File: config.mk
export PLATFORM = sky130hd
export DESIGN_NAME = irq_aggregator
export DESIGN_NICKNAME = d
export VERILOG_FILES = /design/src/rtl/irq_agg_pkg.sv /design/src/rtl/irq_sync.sv /design/src/rtl/irq_src_cell.sv /design/src/rtl/irq_pin_drive.sv /design/src/rtl/irq_aggregator.sv
export SDC_FILE = /design/constraint.sdc
export NUM_CORES = 1
export LEC_CHECK = 0
export ABC_AREA = 1
export ABC_CLOCK_PERIOD_IN_PS = 1260
export BUFFER_PORTS_ARGS = -buffer_cell sky130_fd_sc_hd__buf_2
export CAP_MARGIN = 40
export CORE_ASPECT_RATIO = 1.1
export CORE_MARGIN = 2
export CORE_UTILIZATION = 54
export CTS_BUF_LIST = sky130_fd_sc_hd__clkbuf_4 sky130_fd_sc_hd__clkbuf_8 sky130_fd_sc_hd__clkbuf_16
export DETAILED_ROUTE_END_ITERATION = 16
export GPL_TIMING_DRIVEN = 0
export PLACE_DENSITY = 0.89
export SYNTH_ARGS = -nofsm -noshare
export SYNTH_HDL_FRONTEND = slang
export SYNTH_HIERARCHICAL = 1
export SYNTH_SLANG_ARGS = --single-unit
File: constraint.sdc
create_clock -name clk -period 1.26 [get_ports clk]
set_input_delay 0.315 -clock clk [delete_from_list [all_inputs] [get_ports clk]]
set_output_delay 0.315 -clock clk [all_outputs]
set_load 0.03 [all_outputs]
File: src/rtl/irq_agg_pkg.sv
package irq_agg_pkg;

   typedef enum logic [1:0] {
      DET_RISE   = 2'b00,
      DET_FALL   = 2'b01,
      DET_LEVEL  = 2'b10,
      DET_LEVEL2 = 2'b11
   } det_mode_e;

   typedef enum logic [1:0] {
      PIN_LOW_PP  = 2'b00,
      PIN_HIGH_PP = 2'b01,
      PIN_LOW_OD  = 2'b10,
      PIN_LOW_PP2 = 2'b11
   } pin_mode_e;

   function automatic logic det_is_level(input logic [1:0] m);
      return m[1];
   endfunction

endpackage

File: src/rtl/irq_sync.sv
module irq_sync #(
   parameter int W      = 8,
   parameter int STAGES = 2
) (
   input  logic         clk,
   input  logic         rst_n,
   input  logic [W-1:0] d,
   output logic [W-1:0] q
);
   if (STAGES < 2) begin : g_bad_stages
      $error("irq_sync: STAGES must be at least 2");
   end

   logic [W-1:0] chain [STAGES];

   always_ff @(posedge clk or negedge rst_n) begin
      if (!rst_n) begin
         for (int k = 0; k < STAGES; k++) chain[k] <= '0;
      end else begin
         chain[0] <= d;
         for (int k = 1; k < STAGES; k++) chain[k] <= chain[k-1];
      end
   end

   assign q = chain[STAGES-1];
endmodule

File: src/rtl/irq_src_cell.sv
module irq_src_cell
   import irq_agg_pkg::*;
(
   input  logic       clk,
   input  logic       rst_n,
   input  logic       lvl,
   input  logic [1:0] mode,
   input  logic       clr,
   output logic       hit,
   output logic       stat
);
   logic prev_q;
   logic stat_q;
   logic rise, fall;

   always_ff @(posedge clk or negedge rst_n) begin
      if (!rst_n) prev_q <= 1'b0;
      else        prev_q <= lvl;
   end

   assign rise = lvl & ~prev_q;
   assign fall = ~lvl & prev_q;

   always_comb begin
      unique case (det_mode_e'(mode))
         DET_RISE: hit = rise;
         DET_FALL: hit = fall;
         default:  hit = 1'b0;
      endcase
   end

   // edge bits: a fresh edge wins over a read in the same cycle
   always_ff @(posedge clk or negedge rst_n) begin
      if (!rst_n)                  stat_q <= 1'b0;
      else if (det_is_level(mode)) stat_q <= lvl;
      else                         stat_q <= (stat_q & ~clr) | hit;
   end

   assign stat = stat_q;
endmodule

File: src/rtl/irq_pin_drive.sv
module irq_pin_drive
   import irq_agg_pkg::*;
#(
   parameter bit ALLOW_OD = 1'b1
) (
   input  logic       req,
   input  logic [1:0] pmode,
   output logic       pin_out,
   output logic       pin_oe
);
   if (ALLOW_OD) begin : g_full
      always_comb begin
         unique case (pin_mode_e'(pmode))
            PIN_HIGH_PP: begin pin_out = req;  pin_oe = 1'b1; end
            PIN_LOW_OD:  begin pin_out = 1'b0; pin_oe = req;  end
            default:     begin pin_out = ~req; pin_oe = 1'b1; end
         endcase
      end
   end else begin : g_push_pull_only
      always_comb begin
         pin_oe  = 1'b1;
         pin_out = (pmode == PIN_HIGH_PP) ? req : ~req;
      end
   end
endmodule

File: src/rtl/irq_aggregator.sv
module irq_aggregator
   import irq_agg_pkg::*;
#(
   parameter int N_SRC       = 8,
   parameter int SYNC_STAGES = 2,
   parameter bit ALLOW_OD    = 1'b1
) (
   input  logic                 clk,
   input  logic                 rst_n,
   input  logic [N_SRC-1:0]     evt_in,
   input  logic                 mode_wr,
   input  logic [2*N_SRC-1:0]   mode_wdata,
   input  logic                 mask_wr,
   input  logic [N_SRC-1:0]     mask_wdata,
   input  logic                 pmode_wr,
   input  logic [1:0]           pmode_wdata,
   input  logic                 stat_rd,
   output logic [N_SRC-1:0]     stat_rdata,
   output logic                 int_out,
   output logic                 int_oe
);
   localparam int MODE_W = 2 * N_SRC;

   if (N_SRC < 1 || N_SRC > 64) begin : g_bad_nsrc
      $error("irq_aggregator: N_SRC must lie in 1..64");
   end

   logic [N_SRC-1:0][1:0] mode_q;
   logic [N_SRC-1:0]      mask_q;
   logic [1:0]            pmode_q;
   logic [N_SRC-1:0]      sync_lvl;
   logic [N_SRC-1:0]      edge_hit;
   logic [N_SRC-1:0]      lvl_sel;
   logic [N_SRC-1:0]      stat_vec;
   logic                  irq_q;

   always_ff @(posedge clk or negedge rst_n) begin
      if (!rst_n) begin
         mode_q  <= '0;
         mask_q  <= '1;
         pmode_q <= PIN_LOW_PP;
      end else begin
         if (mode_wr)  mode_q  <= mode_wdata[MODE_W-1:0];
         if (mask_wr)  mask_q  <= mask_wdata;
         if (pmode_wr) pmode_q <= pmode_wdata;
      end
   end

   irq_sync #(.W(N_SRC), .STAGES(SYNC_STAGES)) u_sync (
      .clk   (clk),
      .rst_n (rst_n),
      .d     (evt_in),
      .q     (sync_lvl)
   );

   for (genvar i = 0; i < N_SRC; i++) begin : g_src
      assign lvl_sel[i] = det_is_level(mode_q[i]);
      irq_src_cell u_cell (
         .clk   (clk),
         .rst_n (rst_n),
         .lvl   (sync_lvl[i]),
         .mode  (mode_q[i]),
         .clr   (stat_rd),
         .hit   (edge_hit[i]),
         .stat  (stat_vec[i])
      );
   end

   always_ff @(posedge clk or negedge rst_n) begin
      if (!rst_n) irq_q <= 1'b0;
      else        irq_q <= |(stat_vec & ~mask_q);
   end

   irq_pin_drive #(.ALLOW_OD(ALLOW_OD)) u_pin (
      .req     (irq_q),
      .pmode   (pmode_q),
      .pin_out (int_out),
      .pin_oe  (int_oe)
   );

   assign stat_rdata = stat_vec;
endmodule

======== Word-level counts from Yosys, hierarchy flattened ========
Cells that the tools add are included.
storage, ports and cells
  flip-flop bits (word level) ............. 59
  word-level logic and storage cells ...... 118
operators by class
  equal/unequal tests ..................... 10
  bitwise logic cells ..................... 52
  reduce and logical (&&, ||, !) cells .... 9
  multiplexer cells ....................... 18
operator list
  operator                                       number
  AND 1 bit                                      24
  == test 2 x 1 -> 1 bit, second input constant  9
  inverter 1 bit                                 18
  case mux 1 bit (2 select lines)                9
  logical NOT 2 bit                              8
  2-to-1 mux 1 bit                               9
  AND 8 bit                                      1
  inverter 8 bit                                 1
  OR 1 bit                                       8
  OR reduction 8 bit                             1
  == test 2 bit, second input constant           1

======== Depth between registers and ports, before layout ========
  depth after elaboration ................. 5
  gate-level depth with buffers ........... 5

======== By module ========
The synthesis kept the hierarchy.
by module, submodules not included
  module          cells each  instances  area each (sq um)
  irq_aggregator  124         1          1,127.3
  irq_src_cell    18          8          112.6
  irq_sync        24          1          460.4
  irq_pin_drive   10          1          56.3

======== Worst setup path after synthesis ========
No wires, ideal clock.
  kind .................................... reg2out
  from .................................... reg pmode_q[0]
  to ...................................... out int_out
  cell stages (with the launch flop) ...... 6
  arrival ................................. 0.995 ns
  buffers on the path ..................... 0
  path slack .............................. -0.050 ns
  required time ........................... 0.945 ns
  path through ............................ dfrtp_1 inv_1 ha_1 inv_1 nand3_1 nand2_1
on the way
  longest elaborated chain between the ends .. 2
ends and longest elaborated chain
  item                                                     line                  source
  start, declared                                          irq_aggregator.sv:30  logic [1:0] pmode_q;
  start signal, assigned                                   irq_aggregator.sv:45  if (pmode_wr) pmode_q <= pmode_wdata;
  == test 2 bit or == test 2 x 1 -> 1 bit (tied branches)  irq_pin_drive.sv:13   unique case (pin_mode_e'(pmode))
  case mux 1 bit (2 select lines) *                        irq_pin_drive.sv:13
  end, declared                                            irq_aggregator.sv:19  output logic int_out,
Mark *: on every way between the ends. The rest lies on a longest branch, timed or not.

======== Worst setup path after layout ========
  from .................................... reg pmode_q[1]
  to ...................................... out int_out
Same word-level chain as after synthesis.

==> metrics.yaml <==
die_y_um: 75.6
hp-class: "in2async"
fin_crit_ps: 1630
cts_tree: "yes"
worst_path_max_delay_cell: "dfrtp_1"
required_ps: 940
gp_congestion: 0.740
rows: 26
viasPerCell: 4.59
pin_count: 50
finalHoldViolCount: 0
first_pass_iters: 4
r2r_start: "mask_q[2]$_DFFE_PN1P_"
cts_made_buffers: 9
antenna_left: 0
cts.clk_slew.worst_paths_ps: 60
cp_max_fo: 3
yosysWarnings: 6
reg2reg_slack_ps: 310
antenna_found_initial: 0
violations: "setup timing"
die_w_um: 69.1
rsz0062_at_grt: "true"
critPathMaxStageDelay_ps: 420
routed_wl_um: 4810
grt_pass1_vias: 1820
gr-total-overflow: 0
antennaDiodeCount: 0
syn_area_sq_mm: 0.00251
syn_avg_cell_area_sq_um: 8.55
power_density_mw_per_mm2: 1470
crit_path_end_kind: "output port"
htree_levels: 3
insertion_delay_ps: 340
dp_hpwl_um: 3420
crit_arrival_ps: 1320
grt_max_degree: 37
syn_inst: 294
path_buf_inv: 2
routedWlPerCell_um: 11.4
fin_crit_sh_pct: 130
dp.cells: 400
fmax_ghz: 0.612
finalPower_mw: 4.67
setup_ws_ps: -373
r2r.worst_path.cells: 5
grt_pass1_wl_um: 7820
tightestPinTransition_ps: 824
ir_worst_vdd_v: 0.000856
crit_chain: "ha_4 -> inv_2 -> nand3_2 -> nand2_2 -> buf_6"
finalSetupViolCount: 2
finalMaxSlewViolations: 0
cts-root-buf: "clkbuf_8"
maxSlewHeadroom_pct: 45.1
io_buffers: 49
drt_iter0_markers: 98
worstSetupPathType: "reg2out"
vias: 1935
crit_family: "flip-flops"
status: "complete, but fails checks"
cts.path.max_buffers: 2
drv_cap: 0
hold_ws_ps: 68.5
fin_worst_skew_ps: 5.33
power.leakage_nw: 1.78
die-area_sq_mm: 0.00522
stdcell_count: 422
grt_usage_pct: 20.3
crit_path_start_kind: "flop"
start_util_pct: 55.2
cts.sinks: 59
core-area_sq_mm: 0.00455
synthToLayoutAreaGrowth_pct: 26.3
drc_errors: 0
synthesis.nets: 336
num-nets-final: 403
drive_above_1_share_pct: 27.6
rr_endpoint: "irq_q$_DFF_PN0_"
registers in the layout, summed over array words and instances, names as in the netlist:
register             flops
g_src.u_cell/prev_q      8
g_src.u_cell/stat        8
lvl_sel                  8
mask_q                   8
mode_q                   8
u_sync/chain             8
u_sync/q                 8
pmode_q                  2
irq_q                    1
power breakdown:
group | switching, mW | internal, mW
clock | 0.692 | 1.08
sequential | 0.108 | 2.07
combinational | 0.406 | 0.314
total | 1.21 | 3.47
cell type report:
class | instances | area (sq um)
flip-flops and latches | 59 | 1490
multi-input cells | 153 | 681
repair buffers | 56 | 362
clock inverters | 2 | 35.0
fillers | 370 | 1380
plain buffers | 12 | 105
clock buffers | 14 | 174
inverters | 70 | 263
well taps | 56 | 70.1
placed cells by master, fill, tap and decap left out:
cell,instances
nand2_2,1
ha_1,1
dfrtp_1,51
buf_4,19
buf_16,1
nand3_1,16
inv_2,2
o21ai_2,4
bufinv_16,1
buf_6,9
clkinv_2,1
inv_1,68
buf_2,39
dfstp_2,8
ha_4,1
nand3_2,1
clkbuf_4,3
clkbuf_8,11
nor2_1,26
o21ai_0,22
nand2_1,81
metal layers:
metal  vias to the layer above  share of wire [%]  wire length [um]  GRT usage (%)
li1                        991                  -                 -              -
met1                       876                 40              1930           22.4
met2                        59                 53              2540           36.0
met3                         9                5.3               253           6.08
met4                         0                1.9                90           11.3
met5                         -                  0                 0              0
worst max-delay path by stage:
stage,startpoint,end,depth (start not counted)
final,pmode_q[1]$_DFFE_PN0P_,int_out,5
after global routing,pmode_q[1]$_DFFE_PN0P_,int_out,5
after CTS,pmode_q[1]$_DFFE_PN0P_,int_out,5
after detailed placement,pmode_q[0]$_DFFE_PN0P_,int_out,6
after global placement,rst_n,pmode_q[1]$_DFFE_PN0P_,1
after floorplan,pmode_q[0]$_DFFE_PN0P_,int_out,5
what timing repair did:
item,4_1_cts,5_1_grt
buffers inserted,3,3
pin swaps,1,1
setup endpoints to repair,7,9
gates resized for setup,10,12
hold buffers,0,0
per-stage QoR:
| stage | setup slack [ps] | TNS (ps) | utilization, % | instance area [sq um] |
|---|---|---|---|---|
| 6_report | -373 | -553 | 69.7 | 3180 |
| 5_1_grt | -436 | -677 | 69.7 | 3180 |
| 4_1_cts | -414 | -587 | 68.5 | 3120 |
| 3_5_place_dp | -150 | -150 | 62.8 | 2860 |
| 3_3_place_gp | -193 | -9790 | 62.2 | 2830 |
| 2_1_floorplan | 6.06 | 0 | - | 2520 |
No activity file was read; power rests on OpenSTA's default activity.
